## src/rtl/audio_seq_pkg.sv

```systemverilog
package audio_seq_pkg;

  typedef enum logic [2:0] {
    S_IDLE  = 3'd0,
    S_START = 3'd1,
    S_WAIT  = 3'd2,
    S_READ  = 3'd3,
    S_WRITE = 3'd4,
    S_REL   = 3'd5
  } rec_state_t;

  function automatic int max4(input int a, input int b, input int c, input int d);
    int m;
    m = a;
    if (b > m) m = b;
    if (c > m) m = c;
    if (d > m) m = d;
    return m;
  endfunction

endpackage

```

## src/rtl/sample_tick_gen.sv

```systemverilog
module sample_tick_gen #(
  parameter int TICK_DIV = 2000
) (
  input  logic clk,
  input  logic rst,
  output logic tick
);
  localparam int CW = (TICK_DIV > 2) ? $clog2(TICK_DIV) : 1;
  localparam logic [CW-1:0] LAST = CW'(TICK_DIV - 1);

  logic [CW-1:0] cnt;

  always_ff @(posedge clk) begin
    if (rst) begin
      cnt  <= '0;
      tick <= 1'b0;
    end else if (cnt == LAST) begin
      cnt  <= '0;
      tick <= 1'b1;
    end else begin
      cnt  <= cnt + 1'b1;
      tick <= 1'b0;
    end
  end
endmodule

```

## src/rtl/addr_phase_ctr.sv

```systemverilog
module addr_phase_ctr #(
  parameter int ADDR_W = 17
) (
  input  logic              clk,
  input  logic              rst,
  input  logic              tick,
  output logic [ADDR_W-1:0] addr,
  output logic              play,
  output logic              oe_n
);
  logic armed;

  always_ff @(posedge clk) begin
    if (rst) begin
      addr  <= '0;
      play  <= 1'b0;
      oe_n  <= 1'b1;
      armed <= 1'b0;
    end else if (tick) begin
      if (!armed) begin
        armed <= 1'b1;
      end else begin
        addr <= addr + 1'b1;
        if (addr == {ADDR_W{1'b1}}) begin
          play <= !play;
          oe_n <= play;
        end
      end
    end
  end
endmodule

```

## src/rtl/rec_strobe_fsm.sv

```systemverilog
module rec_strobe_fsm
  import audio_seq_pkg::*;
#(
  parameter int WR_LOW_CYC   = 20,
  parameter int RD_SETUP_CYC = 20,
  parameter int WE_LOW_CYC   = 10,
  parameter int DONE_TIMEOUT = 1500,
  parameter int SYNC_STAGES  = 2
) (
  input  logic clk,
  input  logic rst,
  input  logic go,
  input  logic play,
  input  logic intr_n,
  output logic cs_n,
  output logic rd_n,
  output logic wr_n,
  output logic we_n
);
  localparam int CMAX = max4(WR_LOW_CYC, RD_SETUP_CYC, WE_LOW_CYC, DONE_TIMEOUT);
  localparam int CW   = $clog2(CMAX + 1);
  localparam logic [CW-1:0] WR_LAST = CW'(WR_LOW_CYC - 1);
  localparam logic [CW-1:0] RD_LAST = CW'(RD_SETUP_CYC - 1);
  localparam logic [CW-1:0] WE_LAST = CW'(WE_LOW_CYC - 1);
  localparam logic [CW-1:0] TO_LAST = CW'(DONE_TIMEOUT - 1);

  logic [SYNC_STAGES-1:0] sync_q;
  logic                   done;
  rec_state_t             st, nxt;
  logic [CW-1:0]          cnt, cnt_n;

  generate
    if (SYNC_STAGES == 1) begin : g_sync1
      always_ff @(posedge clk) begin
        if (rst) sync_q <= '1;
        else     sync_q <= intr_n;
      end
    end else begin : g_syncn
      always_ff @(posedge clk) begin
        if (rst) sync_q <= '1;
        else     sync_q <= {sync_q[SYNC_STAGES-2:0], intr_n};
      end
    end
  endgenerate

  assign done = !sync_q[SYNC_STAGES-1];

  always_comb begin
    nxt   = st;
    cnt_n = cnt + 1'b1;
    unique case (st)
      S_IDLE: begin
        cnt_n = '0;
        if (go && !play) nxt = S_START;
      end
      S_START: if (cnt == WR_LAST) begin nxt = S_WAIT; cnt_n = '0; end
      S_WAIT: begin
        if (done) begin
          nxt   = S_READ;
          cnt_n = '0;
        end else if (cnt == TO_LAST) begin
          nxt   = S_IDLE;
          cnt_n = '0;
        end
      end
      S_READ:  if (cnt == RD_LAST) begin nxt = S_WRITE; cnt_n = '0; end
      S_WRITE: if (cnt == WE_LAST) begin nxt = S_REL;   cnt_n = '0; end
      S_REL: begin
        nxt   = S_IDLE;
        cnt_n = '0;
      end
      default: begin
        nxt   = S_IDLE;
        cnt_n = '0;
      end
    endcase
  end

  always_ff @(posedge clk) begin
    if (rst) begin
      st   <= S_IDLE;
      cnt  <= '0;
      cs_n <= 1'b1;
      rd_n <= 1'b1;
      wr_n <= 1'b1;
      we_n <= 1'b1;
    end else begin
      st   <= nxt;
      cnt  <= cnt_n;
      wr_n <= !(nxt == S_START);
      cs_n <= !(nxt inside {S_START, S_READ, S_WRITE, S_REL});
      rd_n <= !(nxt inside {S_READ, S_WRITE, S_REL});
      we_n <= !(nxt == S_WRITE);
    end
  end
endmodule

```

## src/rtl/audio_rec_seq.sv

```systemverilog
module audio_rec_seq #(
  parameter int ADDR_W       = 17,
  parameter int TICK_DIV     = 2000,
  parameter int WR_LOW_CYC   = 20,
  parameter int RD_SETUP_CYC = 20,
  parameter int WE_LOW_CYC   = 10,
  parameter int DONE_TIMEOUT = 1500,
  parameter int SYNC_STAGES  = 2
) (
  input  logic              clk,
  input  logic              rst,
  input  logic              adc_intr_n,
  output logic              adc_cs_n,
  output logic              adc_rd_n,
  output logic              adc_wr_n,
  output logic              ram_we_n,
  output logic              ram_oe_n,
  output logic [ADDR_W-1:0] ram_addr
);
  logic tick, tick_d, play;

  sample_tick_gen #(.TICK_DIV(TICK_DIV)) u_tick (
    .clk (clk),
    .rst (rst),
    .tick(tick)
  );

  addr_phase_ctr #(.ADDR_W(ADDR_W)) u_addr (
    .clk (clk),
    .rst (rst),
    .tick(tick),
    .addr(ram_addr),
    .play(play),
    .oe_n(ram_oe_n)
  );

  always_ff @(posedge clk) begin
    if (rst) tick_d <= 1'b0;
    else     tick_d <= tick;
  end

  rec_strobe_fsm #(
    .WR_LOW_CYC  (WR_LOW_CYC),
    .RD_SETUP_CYC(RD_SETUP_CYC),
    .WE_LOW_CYC  (WE_LOW_CYC),
    .DONE_TIMEOUT(DONE_TIMEOUT),
    .SYNC_STAGES (SYNC_STAGES)
  ) u_fsm (
    .clk   (clk),
    .rst   (rst),
    .go    (tick_d),
    .play  (play),
    .intr_n(adc_intr_n),
    .cs_n  (adc_cs_n),
    .rd_n  (adc_rd_n),
    .wr_n  (adc_wr_n),
    .we_n  (ram_we_n)
  );
endmodule

```

## config.mk

```make
export PLATFORM = sky130hd
export DESIGN_NAME = audio_rec_seq
export DESIGN_NICKNAME = d
export VERILOG_FILES = /design/src/rtl/audio_seq_pkg.sv /design/src/rtl/sample_tick_gen.sv /design/src/rtl/addr_phase_ctr.sv /design/src/rtl/rec_strobe_fsm.sv /design/src/rtl/audio_rec_seq.sv
export SDC_FILE = /design/constraint.sdc
export NUM_CORES = 1
export LEC_CHECK = 0
export CAP_MARGIN = 20
export CORE_ASPECT_RATIO = 0.7
export CORE_MARGIN = 2
export CORE_UTILIZATION = 25
export CTS_CLUSTER_DIAMETER = 120
export CTS_CLUSTER_SIZE = 28
export DETAILED_ROUTE_END_ITERATION = 8
export PLACE_DENSITY = 0.44
export SLEW_MARGIN = 20
export SYNTH_ARGS = -nofsm -noshare
export SYNTH_HDL_FRONTEND = slang
export SYNTH_SLANG_ARGS = --single-unit
```

## constraint.sdc

```tcl
create_clock -name clk -period 3.5 [get_ports clk]
set_input_delay 0.7 -clock clk [delete_from_list [all_inputs] [get_ports clk]]
set_output_delay 0.7 -clock clk [all_outputs]
set_load 0.1 [all_outputs]
```

Word-level counts from Yosys, hierarchy flattened
Cells that the tools add are included.
{"block": "word_totals", "word_cells": 56, "output_inout_bits": 22, "ff_bits": 53}
{"block": "op_classes", "add_sub_neg": 3, "eq_ne": 13, "mux": 13, "n_reduce_logical": 13}
{"cell": "11-bit 2-to-1 mux", "n": 4}
{"cell": "11-bit one-hot mux with 3 select lines", "n": 1}
{"cell": "11-bit by 1-bit adder with 11-bit output (second input constant)", "n": 2}
{"cell": "11-bit == test (second input constant)", "n": 2}
{"cell": "3-bit 2-to-1 mux", "n": 6}
{"cell": "17-bit by 1-bit adder with 17-bit output (second input constant)", "n": 1}
{"cell": "17-bit == test (second input constant)", "n": 1}
{"cell": "3-bit one-hot mux with 5 select lines", "n": 1}
{"cell": "11-bit by 4-bit == test with 1-bit output (second input constant)", "n": 1}
{"cell": "11-bit by 5-bit == test with 1-bit output (second input constant)", "n": 1}
{"cell": "3-bit by 2-bit == test with 1-bit output (second input constant)", "n": 3}
{"cell": "3-bit == test (second input constant)", "n": 3}
{"cell": "3-bit by 1-bit == test with 1-bit output (second input constant)", "n": 2}
{"cell": "1-bit logical NOT", "n": 5}
{"cell": "4-bit nonzero test", "n": 1}
{"cell": "2-bit OR reduction", "n": 2}
{"cell": "3-bit logical NOT", "n": 1}
{"cell": "3-bit AND reduction", "n": 1}
{"cell": "3-bit nonzero test", "n": 1}
{"cell": "2-bit AND reduction", "n": 1}
{"cell": "1-bit logical AND", "n": 1}
{"cell": "1-bit 2-to-1 mux", "n": 1}

Depth between registers and ports, before layout
Gate-level depths: netlist of run 1.
{"block": "logic_depth", "ltp_word": 7, "ltp_mapped": 8}

Hierarchy
Synthesis of run 1 repeated with hierarchy kept, for this count alone.
{"block": "hier_totals", "cells_unflattened": 265, "area_unflattened_um2": 2481.1}
{"module": "rec_strobe_fsm", "area_each_um2": 1041.0, "seq_area_each_um2": 400.4, "cells_each": 105, "n_inst": 1}
{"module": "addr_phase_ctr", "area_each_um2": 900.9, "seq_area_each_um2": 400.4, "cells_each": 100, "n_inst": 1}
{"module": "sample_tick_gen", "area_each_um2": 505.5, "seq_area_each_um2": 240.2, "cells_each": 58, "n_inst": 1}
{"module": "audio_rec_seq", "area_each_um2": 33.8, "seq_area_each_um2": 20.0, "cells_each": 2, "n_inst": 1}

Worst setup path after synthesis of run 1
No wires, ideal clock.
{"block": "synth_timing", "kind": "register -> register", "from": "register u_addr.addr[4]", "to": "register u_addr.oe_n", "path_buffers": 0, "stages_incl_launch_ff": 6, "t_arrival_ns": 2.213, "setup_slack_ns": 1.167, "setup_time_ns": 0.120, "cell_sequence": "dfxtp_1 > nand4_1 > nor4_1 > ha_1 > nand2_1 > a211o_1"}
{"block": "synth_via", "elab_chain_len": 2}
{"item": "start: declaration", "line_no": "addr_phase_ctr.sv:7", "text": "output logic [ADDR_W-1:0] addr,"}
{"item": "start signal: assignment", "line_no": "addr_phase_ctr.sv:23", "text": "addr <= addr + 1'b1;"}
{"item": "17-bit == test", "line_no": "addr_phase_ctr.sv:24", "text": "if (addr == {ADDR_W{1'b1}}) begin"}
{"item": "3-bit AND reduction (no line)"}
{"item": "end signal: assignment", "line_no": "addr_phase_ctr.sv:26", "text": "oe_n <= play;"}
{"item": "end: declaration", "line_no": "addr_phase_ctr.sv:9", "text": "output logic oe_n"}
Every way passes these cells.
A chain may end at the register's enable or synchronous reset.

Final worst setup path of run 1
{"block": "layout_timing", "from": "register u_addr.addr[8]", "to": "output port ram_addr[8]"}
{"item": "end: declaration", "line_no": "audio_rec_seq.sv:18", "text": "output logic [ADDR_W-1:0] ram_addr"}
No word-level cell between the ends.

==> results of run 1 <==
-- worst min-delay path by stage --
stage / start / endpoint / slack [ns] / cells after the start
6_report: u_fsm.sync_q[0] / u_fsm.sync_q[1] / 0.41 / 1
5_1_grt: u_fsm.sync_q[0] / u_fsm.sync_q[1] / 0.44 / 1
4_1_cts: u_fsm.sync_q[0] / u_fsm.sync_q[1] / 0.41 / 1
3_5_place_dp: u_fsm.sync_q[0] / u_fsm.sync_q[1] / 0.40 / 1
3_3_place_gp: u_fsm.sync_q[0] / u_fsm.sync_q[1] / 0.40 / 1
2_1_floorplan: u_fsm.sync_q[0] / u_fsm.sync_q[1] / 0.39 / 1
-- power by group through the flow --
stage / combinational [W] / sequential, W / clock [W]
final: 0.0000173 / 0.000609 / 0.000567
after global routing: 0.0000204 / 0.000609 / 0.000612
after CTS: 0.0000178 / 0.000609 / 0.000585
after detailed placement: 0.0000178 / 0.000623 / 0
after global placement: 0.0000180 / 0.000623 / 0
after floorplan: 0.0000117 / 0.000622 / 0
-- cell type report --
| cell class | instances | share of cell area |
|---|---|---|
| inverter | 5 | 0.006793 |
| multi-input combinational | 180 | 0.4063 |
| sequential | 53 | 0.3841 |
| clock buffer | 7 | 0.05163 |
| clock inverter | 1 | 0.01087 |
| tap | 120 | 0.05435 |
| timing repair buffer | 25 | 0.08605 |
-- logic make-up (layout without fill, tap and decap cells) --
| group | count (synthesis) | in the layout |
|---|---|---|
| adder cells (fa/ha/maj) | 5 | 5 |
| AO/OA/AOI/OAI | 16 | 16 |
| buffers and inverters | 14 | 38 |
| multiplexers | 1 | 1 |
| XOR/XNOR | 35 | 35 |
| AND/OR/NAND/NOR | 123 | 123 |
| flip-flops | 53 | 53 |
-- synth_stat cells (all sizes together), types with 2 or more instances --
master,count,area [µm²]
ha,5,62.56
or3,2,12.51
buf,4,23.77
xor2,18,157.7
or2,3,18.77
nand2,16,60.06
nor3,5,36.29
and2,2,12.51
nand2b,4,25.02
nand3,8,40.04
and3,12,75.07
nand3b,3,22.52
xnor2,17,148.9
clkbuf,5,18.77
nor4,3,18.77
nand4,12,75.07
a21oi,5,32.53
dfxtp,53,1061
a211o,2,17.52
inv,5,18.77
nor2,49,183.9
-- through the flow --
| step | hold slack, ns | cell area [µm²] | worst slack [ns] | power, W | util |
|---|---|---|---|---|---|
| after floorplan | 0.3895 | 2245 | 1.167 | 0.0006339 | - |
| after global placement | 0.3959 | 2590 | 1.242 | 0.0006407 | 0.3017 |
| after detailed placement | 0.4017 | 2590 | 1.228 | 0.0006404 | 0.3017 |
| after CTS | 0.4110 | 2763 | 0.9087 | 0.001212 | 0.3219 |
| after global routing | 0.4366 | 2763 | 0.8616 | 0.001241 | 0.3219 |
| final | 0.4079 | 2763 | 0.9283 | 0.001193 | 0.3219 |
-- sequential cells by signal, indices dropped and copies added, names as in the netlist --
signal and count:
u_addr.addr 17, u_tick.cnt 11, tick_d 1, u_fsm.st 3, u_fsm.cs_n 1, u_fsm.cnt 11, u_fsm.we_n 1, u_fsm.sync_q 2
u_fsm.rd_n 1, u_fsm.wr_n 1, u_addr.play 1, u_tick.tick 1, u_addr.armed 1, u_addr.oe_n 1
-- routing by layer --
| metal | wire (µm) | track usage | share of wire | vias up |
|---|---|---|---|---|
| met2 | 1666 | 0.1348 | 0.38 | 15 |
| li1 | - | - | - | 887 |
| met3 | 141 | 0.02701 | 0.032 | 4 |
| met1 | 2505 | 0.1526 | 0.57 | 735 |
| met5 | 0 | 0 | 0 | - |
| met4 | 45 | 0.02888 | 0.010 | 0 |
==> key figures, run 1 <==
Finish
  – Multi-input logic area: about 1100 µm²
  – Fill cells: 877
  – Final nets: 278
  – Seq. cell area: 1061 µm²
  – Most frequent cells in the layout: dfxtp_1, nor2_1, clkdlybuf4s50_1
  – Commonest non-fill, non-tap cell in the layout: dfxtp_1
  – Area growth from synthesis to layout: 23.08%
  – ANT cells: 0
  – Layout cells sized above 1: 0.08487
  – Non-Filler Instances: 391

Hold path
  – Hold WC Path Type: flip-flop to flip-flop

Clock network
  – CTS max path bufs: 2
  – Root Driver: clkbuf_16
  – Post-CTS sizing: 0
  – Clk slew on worst S/H paths: 0.07 ns
  – Later-pin clock latency in the skew report: 0.28 ns
  – Hold Buf Count CTS: 0
  – TritonCTS clock tree: yes
  – Post-CTS Setup Bufs: 0
  – Inserted Clock Buffers: 5
  – Clock Sinks: 53
  – CTS H-tree lvls: 2

Synthesis
  – Post-synthesis compound-gate area fraction: 0.05630
  – Simple-gate share of the synthesized area: 0.2742
  – Mapped Nets: 255
  – Post-synthesis sequential area ratio: 0.4727
  – Mapped Avg Cell Area: 9.088 µm²
  – Post-Synth XOR/XNOR Area: 0.1366
  – Yosys warnings: 0
  – EDFF count, synth: 0
  – Post-synth cell types: 39
  – Post-synth ARST share: 0
  – Adder-Cell Fraction of Synth Area: 0.02787
  – Multiplexer area fraction after synthesis: 0.005017
  – Synthesized area: ~2200 µm²
  – Top FF cell, synth: dfxtp_1
  – Main combinational cell family by area after synthesis: simple AND/OR/NAND/NOR gates
  – Syn Inst Count: 247
  – Post-synthesis register bit count: 53

Setup path
  – WP depth: 1
  – R2R Setup Slk: 1.52 ns
  – CP max-delay cell: clkdlybuf4s50_1
  – Worst Path Buf+Inv: 1
  – Worst r2r src: u_fsm.cnt[6]
  – Worst path arrival time: 1.87 ns
  – Worst-case reg-to-reg path depth: 5
  – Worst EP required: 2.80 ns
  – CP endpoint: ram_addr[8]
  – Crit-path max cell delay: approximately 1.2 ns
  – CP startpoint: u_addr.addr[8]
  – Critical Path Fanout Max: 6
  – Top delay family on crit path: buffers and inverters
  – Cell chain of the critical path: clkdlybuf4s50_1
  – CP Class: flip-flop to output pin
  – FF-to-FF End: u_fsm.cnt[3]
  – Critical Path Sink Type: output pin
  – Startpoint Class: flip-flop

Die
  – Die width: 117.3 µm
  – I/O pins: 25
  – Die H: 83.28 µm
  – Initial Util: 0.2615
  – Core Box Area: between 8000 and 9000 µm²
  – Die area: 9765 µm²
  – Num rows: 28

Placement
  – Dpl cells: 383
  – I/O Buffers: 24
  – DP HPWL: about 3200 µm
  – GPL Wtd Cong: 0.7806

Timing
  – Finish-stage setup viols: 0
  – Slew Limit Fails: 0
  – Clock skew: 0.007790 ns
  – Relative slew slack: 0.3501
  – Fin crit share: 0.7348
  – Min Tclk post-route: 2.572 ns
  – Final Hold Viols: 0
  – Setup TNS: 0 ns
  – RSZ-0062 raised after global routing: false
  – Least-Margin Pin Slew: 0.9718 ns
  – Max Fclk: 388.9 MHz

GRT
  – Largest net degree at the start of global routing: 23
  – Initial antenna violation count: 0
  – Total grt overflow: 0
  – Vias in the first global route: 1638
  – GRT Overall Usage: 0.1000
  – First-pass GRT wire length: a little under 8000 µm

Drt
  – DRT Pass-1 Iters: 6
  – DR vias/cell: 4.197
  – Post-DRT Antenna Nets: 0
  – Vias: 1641
  – Drt initial violations: 69
  – # DRC: 0
  – Routed len/inst: 11.15 µm
  – Total length of routed wires: roughly 4400 µm

Power and ir drop
  – P per Cell Area: 431.9 nW/µm²
  – Clock network power share: 0.475
  – Combinational group share of total power: 0.015
  – Psw: 0.0002220 W
  – VDD IR max: 0.1874 mV
  – P_int: just under 0.001 W
  – Switching Share: 0.1861
  – Sequential share of power: 0.510
  – Leakage power: between 0.9 and 1 nW

Job
  – Max Cap Viol: 0

Run status
  – Status: finished, final reports clean
(Power assumes the default switching activity.)
==> run 2: changes to the inputs <==
--- a/config.mk
+++ b/config.mk
@@ -12,7 +12,7 @@
 export CTS_CLUSTER_DIAMETER = 120
 export CTS_CLUSTER_SIZE = 28
 export DETAILED_ROUTE_END_ITERATION = 8
-export PLACE_DENSITY = 0.44
+export PLACE_DENSITY = 0.45
 export SLEW_MARGIN = 20
 export SYNTH_ARGS = -nofsm -noshare
 export SYNTH_HDL_FRONTEND = slang
==> constraint.sdc (replaced) <==
create_clock -name clk -period 2.35 [get_ports clk]
set_input_delay 0.47 -clock clk [delete_from_list [all_inputs] [get_ports clk]]
set_output_delay 0.47 -clock clk [all_outputs]
set_load 0.1 [all_outputs]
==> run 2 against run 1 <==
Compared with the run above: routed wire length down 0.94%; total power up 42%; first-iteration DRC count down 7.2%; critical path depth up 4; via count down 0.24%; clock-buffer cell count unchanged; sequential share of layout area up 0.74 points; design area down 1.9%; die area unchanged; critical path type is now flip-flop to flip-flop; largest power group unchanged.
==> key figures, run 2 (synthesis gave the netlist of run 1 again) <==
Drt
  – # DRC: 0 (unchanged)
  – Post-DRT Antenna Nets: 0 (unchanged)
  – Vias: 1637 (was 1641)
  – Routed len/inst: 11.02 µm (was 11.15 µm)
  – DRT Pass-1 Iters: 5 (was 6)
  – Total length of routed wires: 4318 µm (was 4359 µm)
  – DR vias/cell: 4.176 (was 4.197)
  – Drt initial violations: 64 (was 69)

Clock network
  – Clk slew on worst S/H paths: 0.07 ns (about the same)
  – CTS H-tree lvls: 2 (unchanged)
  – Root Driver: clkbuf_16 (unchanged)
  – Post-CTS Setup Bufs: 0 (unchanged)
  – CTS max path bufs: 2 (unchanged)
  – TritonCTS clock tree: yes (unchanged)
  – Clock Sinks: 53 (unchanged)
  – Hold Buf Count CTS: 0 (unchanged)
  – Post-CTS sizing: 0 (unchanged)
  – Inserted Clock Buffers: 5 (unchanged)
  – Later-pin clock latency in the skew report: 0.29 ns (was 0.28 ns)

Power and ir drop
  – Total Power: 0.001699 W (was 0.001193 W)
  – VDD IR max: 0.2418 mV (was 0.1874 mV)
  – Leakage power: 1.011 nW (was 0.9846 nW)
  – P per Cell Area: 626.9 nW/µm² (was 431.9 nW/µm²)

Finish
  – Largest regs: u_addr.addr: 17 flops, u_fsm.cnt: 11 flops, u_tick.cnt: 11 flops (unchanged)
  – ANT cells: 0 (unchanged)
  – Final nets: 279 (was 278)
  – Non-Filler Instances: 392 (was 391)
  – Layout cells sized above 1: 0.1581 (was 0.08487)
  – Most frequent cells in the layout: dfxtp_1, nor2_1, buf_4 (was dfxtp_1, nor2_1, clkdlybuf4s50_1)
  – Commonest non-fill, non-tap cell in the layout: dfxtp_1 (unchanged)
  – Biggest register: u_addr.addr (unchanged)
  – Max reg flops: 17 (unchanged)
  – Area growth from synthesis to layout: 20.74% (was 23.08%)

Setup path
  – Worst EP required: 2.51 ns (was 2.80 ns)
  – Critical Path Sink Type: flip-flop (was output pin)
  – Startpoint Class: flip-flop (unchanged)
  – Critical Path Fanout Max: 11 (was 6)
  – CP Class: flip-flop to flip-flop (was flip-flop to output pin)
  – Worst path arrival time: 2.08 ns (was 1.87 ns)

Placement
  – DP HPWL: 3111 µm (was 3157 µm)
  – I/O Buffers: 24 (unchanged)
  – Dpl cells: 384 (was 383)
  – GPL Wtd Cong: 0.7339 (was 0.7806)

Timing
  – Setup TNS: 0 ns (unchanged)
  – Clock skew: 0.007960 ns (was 0.007790 ns)
  – RSZ-0062 raised after global routing: false (unchanged)
  – Slew Limit Fails: 0 (unchanged)
  – Min Tclk post-route: 1.922 ns
  – Final Hold Viols: 0 (unchanged)
  – Fin crit share: 0.8180
  – Finish-stage setup viols: 0 (unchanged)
  – Least-Margin Pin Slew: 0.4717 ns (was 0.9718 ns)
  – Relative slew slack: 0.6826 (was 0.3501)
  – Max Fclk: 520.2 MHz

GRT
  – Initial antenna violation count: 0 (unchanged)
  – Largest net degree at the start of global routing: 18 (was 23)
  – GRT Overall Usage: 0.09941 (was 0.1000)
  – Total grt overflow: 0 (unchanged)
  – First-pass GRT wire length: 7638 µm (was 7948 µm)
  – Vias in the first global route: 1562 (was 1638)

Die
  – Die H: 83.28 µm (unchanged)
  – Core Box Area: 8583 µm² (unchanged)
  – Num rows: 28 (unchanged)
  – Initial Util: 0.2615 (unchanged)
  – I/O pins: 25 (unchanged)
  – Die area: 9765 µm² (unchanged)
  – Die width: 117.3 µm (unchanged)

Job
  – Max Cap Viol: 0 (unchanged)

Run status
  – Status: finished, final reports clean (unchanged)

Hold path
  – Hold WC Path Type: flip-flop to flip-flop (unchanged)
==> run 2: critical path: stages (launching register included) <==
cell	delay, ns
dfxtp_1	0.34
or4_4	0.58
nor3_1	0.28
nor2_1	0.08
o21bai_2	0.40
nor2_1	0.10
==> run 2: cell type report <==
class	count	area, µm²
well taps	120	150.1
clock buffers	7	152.6
multi-input cells	180	1122
clock inverters	1	5.005
inverters	5	18.77
repair buffers	26	200.2
fillers	896	5873
flip-flops and latches	53	1061
==> run 2: metal layers <==
metal,part of all wire,GRT usage,up-vias
met1,0.57,0.1511,730
met4,0.020,0.04171,0
li1,-,-,877
met3,0.038,0.03431,8
met5,0,0,-
met2,0.37,0.1228,22
==> run 2: worst paths after layout <==
| kind | depth (start not counted) | endpoint | from | slack [ns] |
|---|---|---|---|---|
| worst max-delay path | 5 | u_fsm.cnt[6] | u_fsm.cnt[6] | 0.43 |
| worst min-delay path | 1 | u_fsm.sync_q[1] | u_fsm.sync_q[0] | 0.41 |
| worst max register to register | 5 | u_fsm.cnt[6] | u_fsm.cnt[6] | 0.43 |
| worst min register to register | 1 | u_fsm.sync_q[1] | u_fsm.sync_q[0] | 0.41 |
==> run 2: per-stage QoR <==
step	instance area, µm²	utilization	setup slack, ns	hold WS, ns
finish	2710	0.3157	0.4277	0.4126
global route	2710	0.3157	0.2638	0.4411
CTS	2710	0.3157	0.4117	0.4170
detailed placement	2552	0.2974	0.3957	0.4006
global placement	2552	0.2974	0.4528	0.3969
floorplan	2245	-	0.01708	0.3895
==> run 2: power by group <==
| group | internal, W | total (W) | switching [W] | leakage [nW] |
|---|---|---|---|---|
| clock network | 0.000451 | 0.000765 | 0.000314 | 0.0799 |
| logic | 0.0000113 | 0.0000271 | 0.0000157 | 0.503 |
| registers | 0.000904 | 0.000907 | 0.00000313 | 0.428 |
| total | 0.00137 | 0.00170 | 0.000333 | 1.01 |
==> run 3: changes to the inputs <==
==> constraint.sdc (replaced) <==
create_clock -name clk -period 1.7 [get_ports clk]
set_input_delay 0.34 -clock clk [delete_from_list [all_inputs] [get_ports clk]]
set_output_delay 0.34 -clock clk [all_outputs]
set_load 0.1 [all_outputs]
==> run 3 against run 2 <==
Compared with the run above: clock power grew 52%; clock-buffer cell count shrank 2; sequential power grew 36%; non-clock buffer count grew 21; sequential share of layout area shrank 5.3 points; combinational power grew 37%; critical path depth grew 1; design area grew 22%; routed wire length grew 10%; the flow now finishes with violations (negative setup slack).
==> key figures, run 3 (synthesis gave the netlist of run 1 again) <==
Timing
  – Slew Limit Fails: 0 (unchanged)
  – Finish-stage setup viols: 10 (was 0)
  – Relative slew slack: 0.7046 (was 0.6826)
  – Final WS setup: -0.03872 ns (was 0.4277 ns)
  – Final Hold Viols: 0 (unchanged)
  – Fin crit share: 1.023 (was 0.8180)
  – Max Fclk: 575.1 MHz (was 520.2 MHz)
  – WHS: 0.4391 ns (was 0.4126 ns)
  – Min Tclk post-route: 1.739 ns (was 1.922 ns)
  – Clock skew: 0.003244 ns (was 0.007960 ns)
  – Least-Margin Pin Slew: 0.4431 ns (was 0.4717 ns)
  – RSZ-0062 raised after global routing: true (was false)
  – Setup TNS: -0.2586 ns (was 0 ns)

Clock network
  – CTS max path bufs: 2 (unchanged)
  – Inserted Clock Buffers: 5 (unchanged)
  – TritonCTS clock tree: yes (unchanged)
  – Later-pin clock latency in the skew report: 0.29 ns (about the same)
  – CTS H-tree lvls: 2 (unchanged)
  – Root Driver: clkbuf_16 (unchanged)
  – Clk slew on worst S/H paths: 0.07 ns (about the same)
  – Clock Sinks: 53 (unchanged)
  – Hold Buf Count CTS: 0 (unchanged)

GRT
  – First-pass GRT wire length: 8114 µm (was 7638 µm)
  – Largest net degree at the start of global routing: 18 (unchanged)
  – GRT Overall Usage: 0.1050 (was 0.09941)
  – Vias in the first global route: 1668 (was 1562)
  – Initial antenna violation count: 0 (unchanged)
  – Total grt overflow: 0 (unchanged)

Finish
  – ANT cells: 0 (unchanged)
  – Max reg flops: 17 (unchanged)
  – Fill cells: 866 (was 896)
  – Final nets: 300 (was 279)
  – Layout cells sized above 1: 0.3345 (was 0.1581)
  – Biggest register: u_addr.addr (unchanged)
  – Area growth from synthesis to layout: 47.77% (was 20.74%)
  – Most frequent cells in the layout: nor2_1, dfxtp_1, buf_12 (was dfxtp_1, nor2_1, buf_4)
  – Commonest non-fill, non-tap cell in the layout: nor2_1 (was dfxtp_1)
  – Largest regs: u_addr.addr: 17 flops, u_fsm.cnt: 11 flops, u_tick.cnt: 11 flops (unchanged)

Setup path
  – CP endpoint: u_fsm.st[1] (was u_fsm.cnt[6])
  – Cell chain of the critical path: or4_4 -> nor3_4 -> buf_6 -> nand2_1 -> xnor2_1 -> and3_1 (was or4_4 -> nor3_1 -> nor2_1 -> o21bai_2 -> nor2_1)
  – Startpoint Class: flip-flop (unchanged)
  – Worst path arrival time: 1.93 ns (was 2.08 ns)
  – R2R Setup Slk: -0.04 ns (was 0.43 ns)
  – Critical Path Fanout Max: 4 (was 11)
  – FF-to-FF End: u_fsm.st[1] (was u_fsm.cnt[6])
  – CP max-delay cell: or4_4 (unchanged)
  – Critical Path Sink Type: flip-flop (unchanged)
  – Worst EP required: 1.89 ns (was 2.51 ns)
  – CP startpoint: u_fsm.cnt[6] (unchanged)
  – CP Class: flip-flop to flip-flop (unchanged)
  – Worst-case reg-to-reg path depth: 6 (was 5)
  – Worst r2r src: u_fsm.cnt[6] (unchanged)
  – Crit-path max cell delay: 0.58 ns (about the same)

Placement
  – DP HPWL: 3452 µm (was 3111 µm)
  – I/O Buffers: 24 (unchanged)
  – GPL Wtd Cong: 0.7536 (was 0.7339)
  – Worst slack at placement: -0.003665 ns (was 0.3957 ns)

Hold path
  – Hold WC Path Type: flip-flop to flip-flop (unchanged)

Drt
  – Total length of routed wires: 4771 µm (was 4318 µm)
  – Metal3 WL: 135 µm (was 166 µm)
  – Post-DRT Antenna Nets: 0 (unchanged)
  – DR vias/cell: 4.201 (was 4.176)
  – Highest routed metal layer: met4 (unchanged)
  – Routed len/inst: 11.55 µm (was 11.02 µm)
  – Vias: 1735 (was 1637)
  – Drt initial violations: 93 (was 64)
  – DRT Pass-1 Iters: 4 (was 5)
  – M1 WL: 2676 µm (was 2451 µm)
  – # DRC: 0 (unchanged)
  – WL met2: 1882 µm (was 1614 µm)

Power and ir drop
  – Leakage power: 1.223 nW (was 1.011 nW)
  – VDD IR max: 0.4112 mV (was 0.2418 mV)
  – Total Power: 0.002425 W (was 0.001699 W)
  – P per Cell Area: 731.1 nW/µm² (was 626.9 nW/µm²)

Die
  – Die H: 83.28 µm (unchanged)
  – Die width: 117.3 µm (unchanged)
  – Die area: 9765 µm² (unchanged)
  – Num rows: 28 (unchanged)
  – I/O pins: 25 (unchanged)
  – Core Box Area: 8583 µm² (unchanged)
  – Initial Util: 0.2615 (unchanged)

Run status
  – Status: finished, violations left (was finished, final reports clean)
  – Violated checks: negative setup slack

Job
  – Max Cap Viol: 0 (unchanged)
==> run 3: cell types whose count changed in the layout (fill, tap and decap cells not counted), sizes merged <==
cell	change
clkinvlp	+1
buf	+21
bufinv	+1
clkbuf	-2
==> run 3: cell type report <==
class	count	area, µm²	share of cell area
Clock buffer	5	125.1	0.03772
Clock inverter	3	46.29	0.01396
Inverter	5	18.77	0.005658
Multi-Input combinational cell	180	1209	0.3644
Sequential cell	53	1124	0.3387
Tap cell	120	150.1	0.04527
Timing Repair Buffer	47	644.4	0.1943
==> run 3: worst min path at each step <==
stage | start | to | cells past startpoint
6_report | u_fsm.sync_q[0] | u_fsm.sync_q[1] | 1
5_1_grt | u_fsm.sync_q[0] | u_fsm.sync_q[1] | 1
3_5_place_dp | u_fsm.sync_q[0] | u_fsm.sync_q[1] | 1
2_1_floorplan | u_fsm.sync_q[0] | u_fsm.sync_q[1] | 1
4_1_cts | u_fsm.sync_q[0] | u_fsm.sync_q[1] | 1
3_3_place_gp | u_tick.cnt[0] | u_tick.cnt[0] | 1
==> run 3: layer usage <==
| metal | vias up | GRT usage |
|---|---|---|
| met5 | - | 0 |
| met4 | 0 | 0.03850 |
| met3 | 8 | 0.02628 |
| met2 | 19 | 0.1369 |
| met1 | 779 | 0.1618 |
| li1 | 929 | - |
==> run 3: where the power goes <==
part           switching [W]  internal (W)   total, W
Clock               0.000463      0.000697    0.00116
Combinational      0.0000216     0.0000155  0.0000372
Sequential        0.00000473       0.00122    0.00123
Total               0.000489       0.00194    0.00243
==> run 3: critical path, delay by kind of cell, from the launching register on <==
kind,cells,cell delay [ns]
simple gates,4,1.05
xor+xnor,1,0.13
flops,1,0.32
buf+inv,1,0.14
==> run 3: timing repair <==
action | in CTS | in global routing
endpoints found under the hold margin | 0 | 0
setup endpoints to repair | 7 | 19
setup buffers | 0 | 3
resized for setup | 2 | 18
pin swaps | 1 | 16
==> run 3: stage by stage <==
stage          cell area [µm²]  instances  utilization
3_5_place_dp              3047        402       0.3550
2_1_floorplan             2328        247            -
6_report                  3317        413       0.3864
4_1_cts                   3227        410       0.3759
5_1_grt                   3317        413       0.3864
3_3_place_gp              3047        402       0.3550
